===== src/rtl/fsk_tx_pkg.sv =====
package fsk_tx_pkg;

  // Strobes passed from the control unit to the datapath each clock
  typedef struct packed {
    logic tick;     // advance the phase this clock
    logic clear;    // hold the phase at zero
    logic useMark;  // pick the mark increment
    logic active;   // carrier is on
  } ctlStrobes_t;

endpackage


===== src/rtl/fsk_tx_ctrl.sv =====
module fsk_tx_ctrl
  import fsk_tx_pkg::*;
#(
  parameter int RATE_SEL_W = 2
) (
  input  logic                  clk,
  input  logic                  rstN,
  input  logic [RATE_SEL_W-1:0] rateSel,
  input  logic                  rtsN,
  input  logic                  txData,
  output ctlStrobes_t           strobes,
  output logic                  rxEnable
);

  // Largest divide ratio the select can name, and the counter width for it
  localparam int MAX_DIV = 1 << ((1 << RATE_SEL_W) - 1);
  localparam int PRESC_W = (MAX_DIV > 2) ? $clog2(MAX_DIV) : 1;

  logic [PRESC_W-1:0] presCnt;
  logic [PRESC_W-1:0] divLast;
  logic               txOn;
  logic               stepNow;

  assign txOn    = ~rtsN;
  assign divLast = PRESC_W'((32'd1 << rateSel) - 32'd1);
  // ">=" keeps the prescaler sane when the rate changes mid-count
  assign stepNow = txOn && (presCnt >= divLast);

  always_ff @(posedge clk or negedge rstN) begin
    if (!rstN) begin
      presCnt  <= '0;
      rxEnable <= 1'b1;
    end else begin
      rxEnable <= ~txOn;
      if (!txOn || stepNow) presCnt <= '0;
      else                  presCnt <= presCnt + 1'b1;
    end
  end

  always_comb begin
    strobes.tick    = stepNow;
    strobes.clear   = ~txOn;
    strobes.useMark = txData;
    strobes.active  = txOn;
  end

endmodule


===== src/rtl/fsk_trap_shaper.sv =====
module fsk_trap_shaper #(
  parameter int PHASE_W  = 16,
  parameter int SAMPLE_W = 8
) (
  input  logic        [PHASE_W-1:0]  phase,
  output logic signed [SAMPLE_W-1:0] level
);

  // Index: sign bit, two segment bits, ramp position
  localparam int IDX_W = SAMPLE_W + 2;
  localparam int AMP_W = SAMPLE_W - 1;

  logic [IDX_W-1:0] idx;
  logic [1:0]       seg;
  logic [AMP_W-1:0] mag;
  logic signed [SAMPLE_W-1:0] posLevel;

  assign idx = phase[PHASE_W-1 -: IDX_W];
  assign seg = idx[IDX_W-2 -: 2];

  always_comb begin
    unique case (seg)
      2'b00:   mag = idx[AMP_W-1:0];        // rising ramp
      2'b11:   mag = ~idx[AMP_W-1:0];       // falling ramp
      default: mag = '1;                    // clipped top
    endcase
    posLevel = $signed({1'b0, mag});
    level    = idx[IDX_W-1] ? -posLevel : posLevel;
  end

endmodule


===== src/rtl/fsk_tx_datapath.sv =====
module fsk_tx_datapath
  import fsk_tx_pkg::*;
#(
  parameter int PHASE_W   = 16,
  parameter int SAMPLE_W  = 8,
  parameter int MARK_INC  = 171,
  parameter int SPACE_INC = 313
) (
  input  logic                       clk,
  input  logic                       rstN,
  input  ctlStrobes_t                strobes,
  output logic signed [SAMPLE_W-1:0] txSample
);

  localparam logic [PHASE_W-1:0] MARK_STEP  = PHASE_W'(MARK_INC);
  localparam logic [PHASE_W-1:0] SPACE_STEP = PHASE_W'(SPACE_INC);

  logic        [PHASE_W-1:0]  phaseAcc;
  logic        [PHASE_W-1:0]  phaseStep;
  logic signed [SAMPLE_W-1:0] shaped;

  assign phaseStep = strobes.useMark ? MARK_STEP : SPACE_STEP;

  fsk_trap_shaper #(
    .PHASE_W (PHASE_W),
    .SAMPLE_W(SAMPLE_W)
  ) u_shaper (
    .phase(phaseAcc),
    .level(shaped)
  );

  always_ff @(posedge clk or negedge rstN) begin
    if (!rstN) begin
      phaseAcc <= '0;
      txSample <= '0;
    end else begin
      if (strobes.clear)     phaseAcc <= '0;
      else if (strobes.tick) phaseAcc <= phaseAcc + phaseStep;
      txSample <= strobes.active ? shaped : '0;
    end
  end

endmodule


===== src/rtl/fsk_tx_modulator.sv =====
module fsk_tx_modulator
  import fsk_tx_pkg::*;
#(
  parameter int BASE_HZ    = 460800,
  parameter int MARK_HZ    = 1200,
  parameter int SPACE_HZ   = 2200,
  parameter int PHASE_W    = 16,
  parameter int SAMPLE_W   = 8,
  parameter int RATE_SEL_W = 2
) (
  input  logic                       clk,
  input  logic                       rstN,
  input  logic [RATE_SEL_W-1:0]      rateSel,
  input  logic                       rtsN,
  input  logic                       txData,
  output logic signed [SAMPLE_W-1:0] txSample,
  output logic                       rxEnable
);

  // Rounded phase increments per base-rate step
  localparam int MARK_INC  = (MARK_HZ  * (1 << PHASE_W) + BASE_HZ / 2) / BASE_HZ;
  localparam int SPACE_INC = (SPACE_HZ * (1 << PHASE_W) + BASE_HZ / 2) / BASE_HZ;

  ctlStrobes_t strobes;

  fsk_tx_ctrl #(
    .RATE_SEL_W(RATE_SEL_W)
  ) u_ctrl (
    .clk     (clk),
    .rstN    (rstN),
    .rateSel (rateSel),
    .rtsN    (rtsN),
    .txData  (txData),
    .strobes (strobes),
    .rxEnable(rxEnable)
  );

  fsk_tx_datapath #(
    .PHASE_W  (PHASE_W),
    .SAMPLE_W (SAMPLE_W),
    .MARK_INC (MARK_INC),
    .SPACE_INC(SPACE_INC)
  ) u_dp (
    .clk     (clk),
    .rstN    (rstN),
    .strobes (strobes),
    .txSample(txSample)
  );

endmodule


===== config.mk =====
export PLATFORM = sky130hd
export DESIGN_NAME = fsk_tx_modulator
export DESIGN_NICKNAME = d
export VERILOG_FILES = /design/src/rtl/fsk_tx_pkg.sv /design/src/rtl/fsk_tx_ctrl.sv /design/src/rtl/fsk_trap_shaper.sv /design/src/rtl/fsk_tx_datapath.sv /design/src/rtl/fsk_tx_modulator.sv
export SDC_FILE = /design/constraint.sdc
export NUM_CORES = 1
export LEC_CHECK = 0
export ABC_AREA = 1
export BUFFER_PORTS_ARGS = -buffer_cell sky130_fd_sc_hd__buf_4
export CAP_MARGIN = 10
export CELL_PAD_IN_SITES_DETAIL_PLACEMENT = 2
export CELL_PAD_IN_SITES_GLOBAL_PLACEMENT = 2
export CORE_ASPECT_RATIO = 1.25
export CORE_UTILIZATION = 38
export CTS_BUF_LIST = sky130_fd_sc_hd__clkbuf_8
export DETAILED_ROUTE_END_ITERATION = 6
export GPL_TIMING_DRIVEN = 0
export PLACE_DENSITY_LB_ADDON = 0.1
export SLEW_MARGIN = 20
export SYNTH_ARGS = -nofsm -noshare
export SYNTH_HDL_FRONTEND = slang
export SYNTH_HIERARCHICAL = 1
export SYNTH_SLANG_ARGS = --single-unit

===== constraint.sdc =====
create_clock -name clk -period 3.7 [get_ports clk]
set_clock_uncertainty 0.1 [all_clocks]
set_input_delay 1.11 -clock clk [delete_from_list [all_inputs] [get_ports clk]]
set_output_delay 1.11 -clock clk [all_outputs]
set_load 0.05 [all_outputs]

== Yosys cells after proc, flatten, opt, wreduce, memory -nomap -nowiden ==
Cells that the tools add are included.

* $add $sub $neg: 4
* Order comparisons: 1
* Equal/unequal tests: 1
* Shift operators: 1
* Multiplexer cells: 7
* Bitwise gates (word level): 2
* Reductions and logical operators: 4

{| class="wikitable"
|+ Operator list
! cell !! number
|-
| two-way mux 16 bit || 2
|-
| adder 16 bit || 1
|-
| two-way mux 8 bit || 2
|-
| case mux 7 bit (2 select lines) || 1
|-
| two-way mux 9 bit || 1
|-
| negator 7 -> 8 bit || 1
|-
| inverter 7 bit || 1
|-
| adder 3 x 1 -> 3 bit (second input constant) || 1
|-
| greater-or-equal comparator 3 bit || 1
|-
| two-way mux 3 bit || 1
|-
| left shift 1 x 2 -> 3 bit (first input constant) || 1
|-
| subtractor 3 x 1 -> 3 bit (second input constant) || 1
|-
| == test 2 bit (second input constant) || 1
|-
| logical NOT 2 bit || 1
|-
| nonzero test 2 bit || 1
|-
| logical AND 1 bit || 1
|-
| logical OR 1 bit || 1
|-
| inverter 1 bit || 1
|}

* Flip-flop bits (word level): 28
* Input port bits: 6
* Output and inout port bits: 9
* Word-level logic and storage cells: 24

== Depth between registers and ports, before layout ==
* Word-level depth: 6
* Mapped depth: 14
* Gate-level depth less buffers: 14

== By module ==
Netlist, hierarchy kept.

{| class="wikitable"
|+ By module, submodules not included
! module !! instances !! cells an instance !! area an instance (um^2) !! sequential area each (um^2)
|-
| fsk_tx_datapath || 1 || 176 || 1331.3 || 600.6
|-
| fsk_trap_shaper || 1 || 73 || 385.4 || 0.0
|-
| fsk_tx_ctrl || 1 || 30 || 269.0 || 101.3
|}

== Worst setup path after synthesis ==
OpenSTA, ideal clock, no wires.

* Path type: input -> register
* Start: input rateSel[1]
* End: register u_dp.phaseAcc[10]
* Setup time: 119 ps
* Arrival time: 2609 ps
* Required time: 3481 ps
* Path slack: 872 ps
* Stages: 13
* Path buffers: 2
* Path through: or2_2 -> ha_1 -> inv_1 -> nand2_1 -> nand2_1 -> a21oi_1 -> buf_4 -> inv_1 -> nand2_1 -> buf_2 -> nand3_1 -> a21oi_1 -> nor2_1

* Longest elaborated chain between the ends: 5

{| class="wikitable"
|+ Ends and longest elaborated chain
! item !! line !! RTL
|-
| start, declared || fsk_tx_modulator.sv:13 || <nowiki>input logic [RATE_SEL_W-1:0] rateSel,</nowiki>
|-
| left shift 1 x 2 -> 3 bit || fsk_tx_ctrl.sv:25 || <nowiki>assign divLast = PRESC_W'((32'd1 << rateSel) - 32'd1);</nowiki>
|-
| subtractor 3 x 1 -> 3 bit || fsk_tx_ctrl.sv:25 ||
|-
| greater-or-equal comparator 3 bit || fsk_tx_ctrl.sv:27 || <nowiki>assign stepNow = txOn && (presCnt >= divLast);</nowiki>
|-
| logical AND 1 bit || fsk_tx_ctrl.sv:27 ||
|-
| named net u_ctrl.stepNow || fsk_tx_ctrl.sv:22 || <nowiki>logic stepNow;</nowiki>
|-
| nonzero test 2 bit (no source line) || - ||
|-
| end signal, assigned || fsk_tx_datapath.sv:38 || <nowiki>else if (strobes.tick) phaseAcc <= phaseAcc + phaseStep;</nowiki>
|-
| end, declared || fsk_tx_datapath.sv:18 || <nowiki>logic [PHASE_W-1:0] phaseAcc;</nowiki>
|}

The timed path passes the listed nets, and every way through them passes these cells.
A chain may end at the register's enable or synchronous reset.

== Worst setup path in the final report ==
Ends and elaborated chain as after synthesis.

==> impl_results.md <==
* Top delay family on crit path: simple AND/OR/NAND/NOR gates
* Setup_tns at 0 ns
* Critical Path Stages at 15
* CTS buffer count at 3
* Fill cells at 591
* Via Count at 1817
* ANT cells at 0
* Hold_buf cts at 0
* 1st-iter DRT viols at 24
* Ys Warns at 6
* First-pass GRT wire length at 9.14 mm
* Clk root buf: clkbuf_8
* Place WS at 0.385 ns
* Post-synthesis cell type count at 32
* H-tree depth at 1
* Leak Pwr at 1.25 nW
* Post-synth EDFFs at 0
* Clk buf depth at 2
* Non-filler instance count after layout at 358
* Final setup margin at 0.691 ns
* Max Freq at 332 MHz
* Final hold vios at 0
* Post-DR vias/cell at 5.08
* Residual DRC at 0
* CP Cell Sequence: buf_4 > or2_2 > ha_1 > inv_1 > nand2_1 > nand2_1 > a21oi_1 > buf_4 > inv_1 > nand2_1 > buf_2 > nand3_1 > nand3_1 > nand2_1 > nor2_1
* R2R depth at 13
* Final hold slack at 0.388 ns
* Critical path class: in -> reg
* Final setup violation count at 0
* Pwr Density at 377 nW/um2
* Post-synth top cells: nand2_1, inv_1, nor2_1, dfrtp_1, nand3_1
* Largest fanout on the critical path at 10
* DIE WIDTH at 66.7 um
* Final WL at 5.16 mm
* RSZ-0062 raised after global routing: no
* Syn_nets at 297
* Dpl cells at 354
* Final Cycle Share at 81.3%
* Die area at 5520 um2
* Worst Setup End Kind: flop
* Max_cap viols at 0
* Clock Sink Count at 28
* CTS clock-pin slew for the worst setup and hold paths at 0.10 ns
* Grt ovf at 0
* Peak supply drop at 173 uV
* Synth area leader: dfrtp_1
* Tmin final at 3.01 ns
* IO Port Bufs at 13
* Post-synthesis cell area at 1990 um2
* Layout Utilization at 43.7%
* Post-cts sizing count at 0
* Seq/Total Area, Yosys at 35.3%
* Hold Path Depth at 1
* Routed Antenna Nets at 0
* Overall power at 0.832 mW
* Die Height at 82.8 um
* GPL Wtd Cong at 0.757
* Worst Path Required at 3.81 ns
* Post-CTS setup buffers at 0
* Final instance area at 2210 um2
* GRT Overall Usage at 21.4%
* Vias in the first global route at 2032
* Synthesized area per cell at 7.12 um2
* Drt first pass iters at 4
* Outcome: finished clean
* Most common cell in the netlist: nand2_1
* Largest net degree at the start of global routing at 29
* CTS tree: done
* Worst Tran Pin Value at 0.475 ns
* Post-synth top area share at 34.0%
* Slew Viols, Final at 0
* Worst Hold Class: reg -> reg
* Initial antenna violation count at 0
* Synth top area cells: dfrtp_1, nand2_1, inv_1
* Worst path bufs/invs at 5
* # IOs at 15
* Syn Inst Count at 279
* Post-synth top flop: dfrtp_1
* CORE AREA at 5040 um2
* Placed inst area at 2160 um2
* Initial Utilization at 39.4%
* Crit path top cell by count: nand2_1
* Clk Latency, worst-skew pair at 0.28 ns
* Final #Nets at 315
* Max_slew headroom at 68.4%
* Startpoint Class: input port
* Share of cells above drive strength 1 at 18.2%
* Worst EP arrival at 3.12 ns
* Area delta synth->final at 11.1%
* Largest stage delay, worst path at 0.29 ns
* Std cell rows at 29
* Seq cells post-synth at 28
* Post-DP HPWL at 4.18 mm
* FFs w/ async S/R, synth at 100%
* Worst path slowest cell: or2_2
* Post-DR wirelength/cell at 14.4 um
## placed cells by master (no fill, tap or decap), drive strengths merged, types with 2 or more instances in the layout
cell type / instances
nand2: 81
buf: 19
clkbuf: 5
nor2: 37
nand3: 28
nand3b: 2
dfrtp: 27
ha: 11
inv: 49
o21ai: 9
xnor2: 4
a21oi: 12
nor3: 2
## report_power, final
part	switching, mW	internal (mW)
clock	0.100	0.0747
sequential	0.0317	0.336
combinational	0.186	0.104
## final timing paths
kind | end | startpoint | slack [ns]
max | u_dp/phaseAcc[10] | rateSel[1] | 0.69
min | u_ctrl/presCnt[0] | u_ctrl/presCnt[0] | 0.39
max reg2reg | u_dp/phaseAcc[10] | u_ctrl/presCnt[2] | 1.45
min reg2reg | u_ctrl/presCnt[0] | u_ctrl/presCnt[0] | 0.39
max in group asynchronous | u_ctrl/rxEnable | rstN | 2.54
min in group asynchronous | u_ctrl/presCnt[2] | rstN | 0.64
## worst register-to-register path, stage by stage (launching register included)
cell     delay [ns]
dfrtp_1        0.41
ha_1           0.32
nand2_1        0.06
inv_1          0.05
nand2_1        0.07
a21oi_1        0.13
buf_4          0.12
inv_1          0.06
nand2_1        0.14
buf_2          0.28
nand3_1        0.16
nand3_1        0.12
nand2_1        0.06
nor2_1         0.11
## metal layers
| metal | global-route usage (%) | wire length, um | vias up |
|---|---|---|---|
| li1 | - | - | 901 |
| met1 | 23.6 | 2130 | 898 |
| met2 | 42.0 | 2900 | 14 |
| met3 | 2.06 | 92 | 4 |
| met4 | 4.64 | 38 | 0 |
| met5 | 0 | 0 | - |
## cell families (layout without fill, tap and decap cells)
logic type	Yosys count	after routing	share of synthesized area [%]
simple gates	152	152	35.2
fa+ha+maj	12	12	7.94
xor+xnor	4	4	1.76
flops	28	28	35.4
compound gates	27	27	8.19
buf+inv	56	73	11.6
## flip-flops by register name, indices dropped and copies added (netlist names)
signal	flops
u_dp/txSample	8
u_ctrl/presCnt	3
u_dp/phaseAcc	16
u_ctrl/rxEnable	1
## area by class of cell
class                           count  area [um2]  share of cell area, %
Sequential cell                    28         702                   31.8
Inverter                           48         180                   8.17
Timing Repair Buffer               13        97.6                   4.42
Clock buffer                        3        41.3                   1.87
Clock inverter                      1        3.75                  0.170
Tap cell                           62        77.6                   3.52
Multi-Input combinational cell    195        1050                   47.8
Buffer                              8        50.0                   2.27
Note: power is estimated with default switching activity, not from simulation.
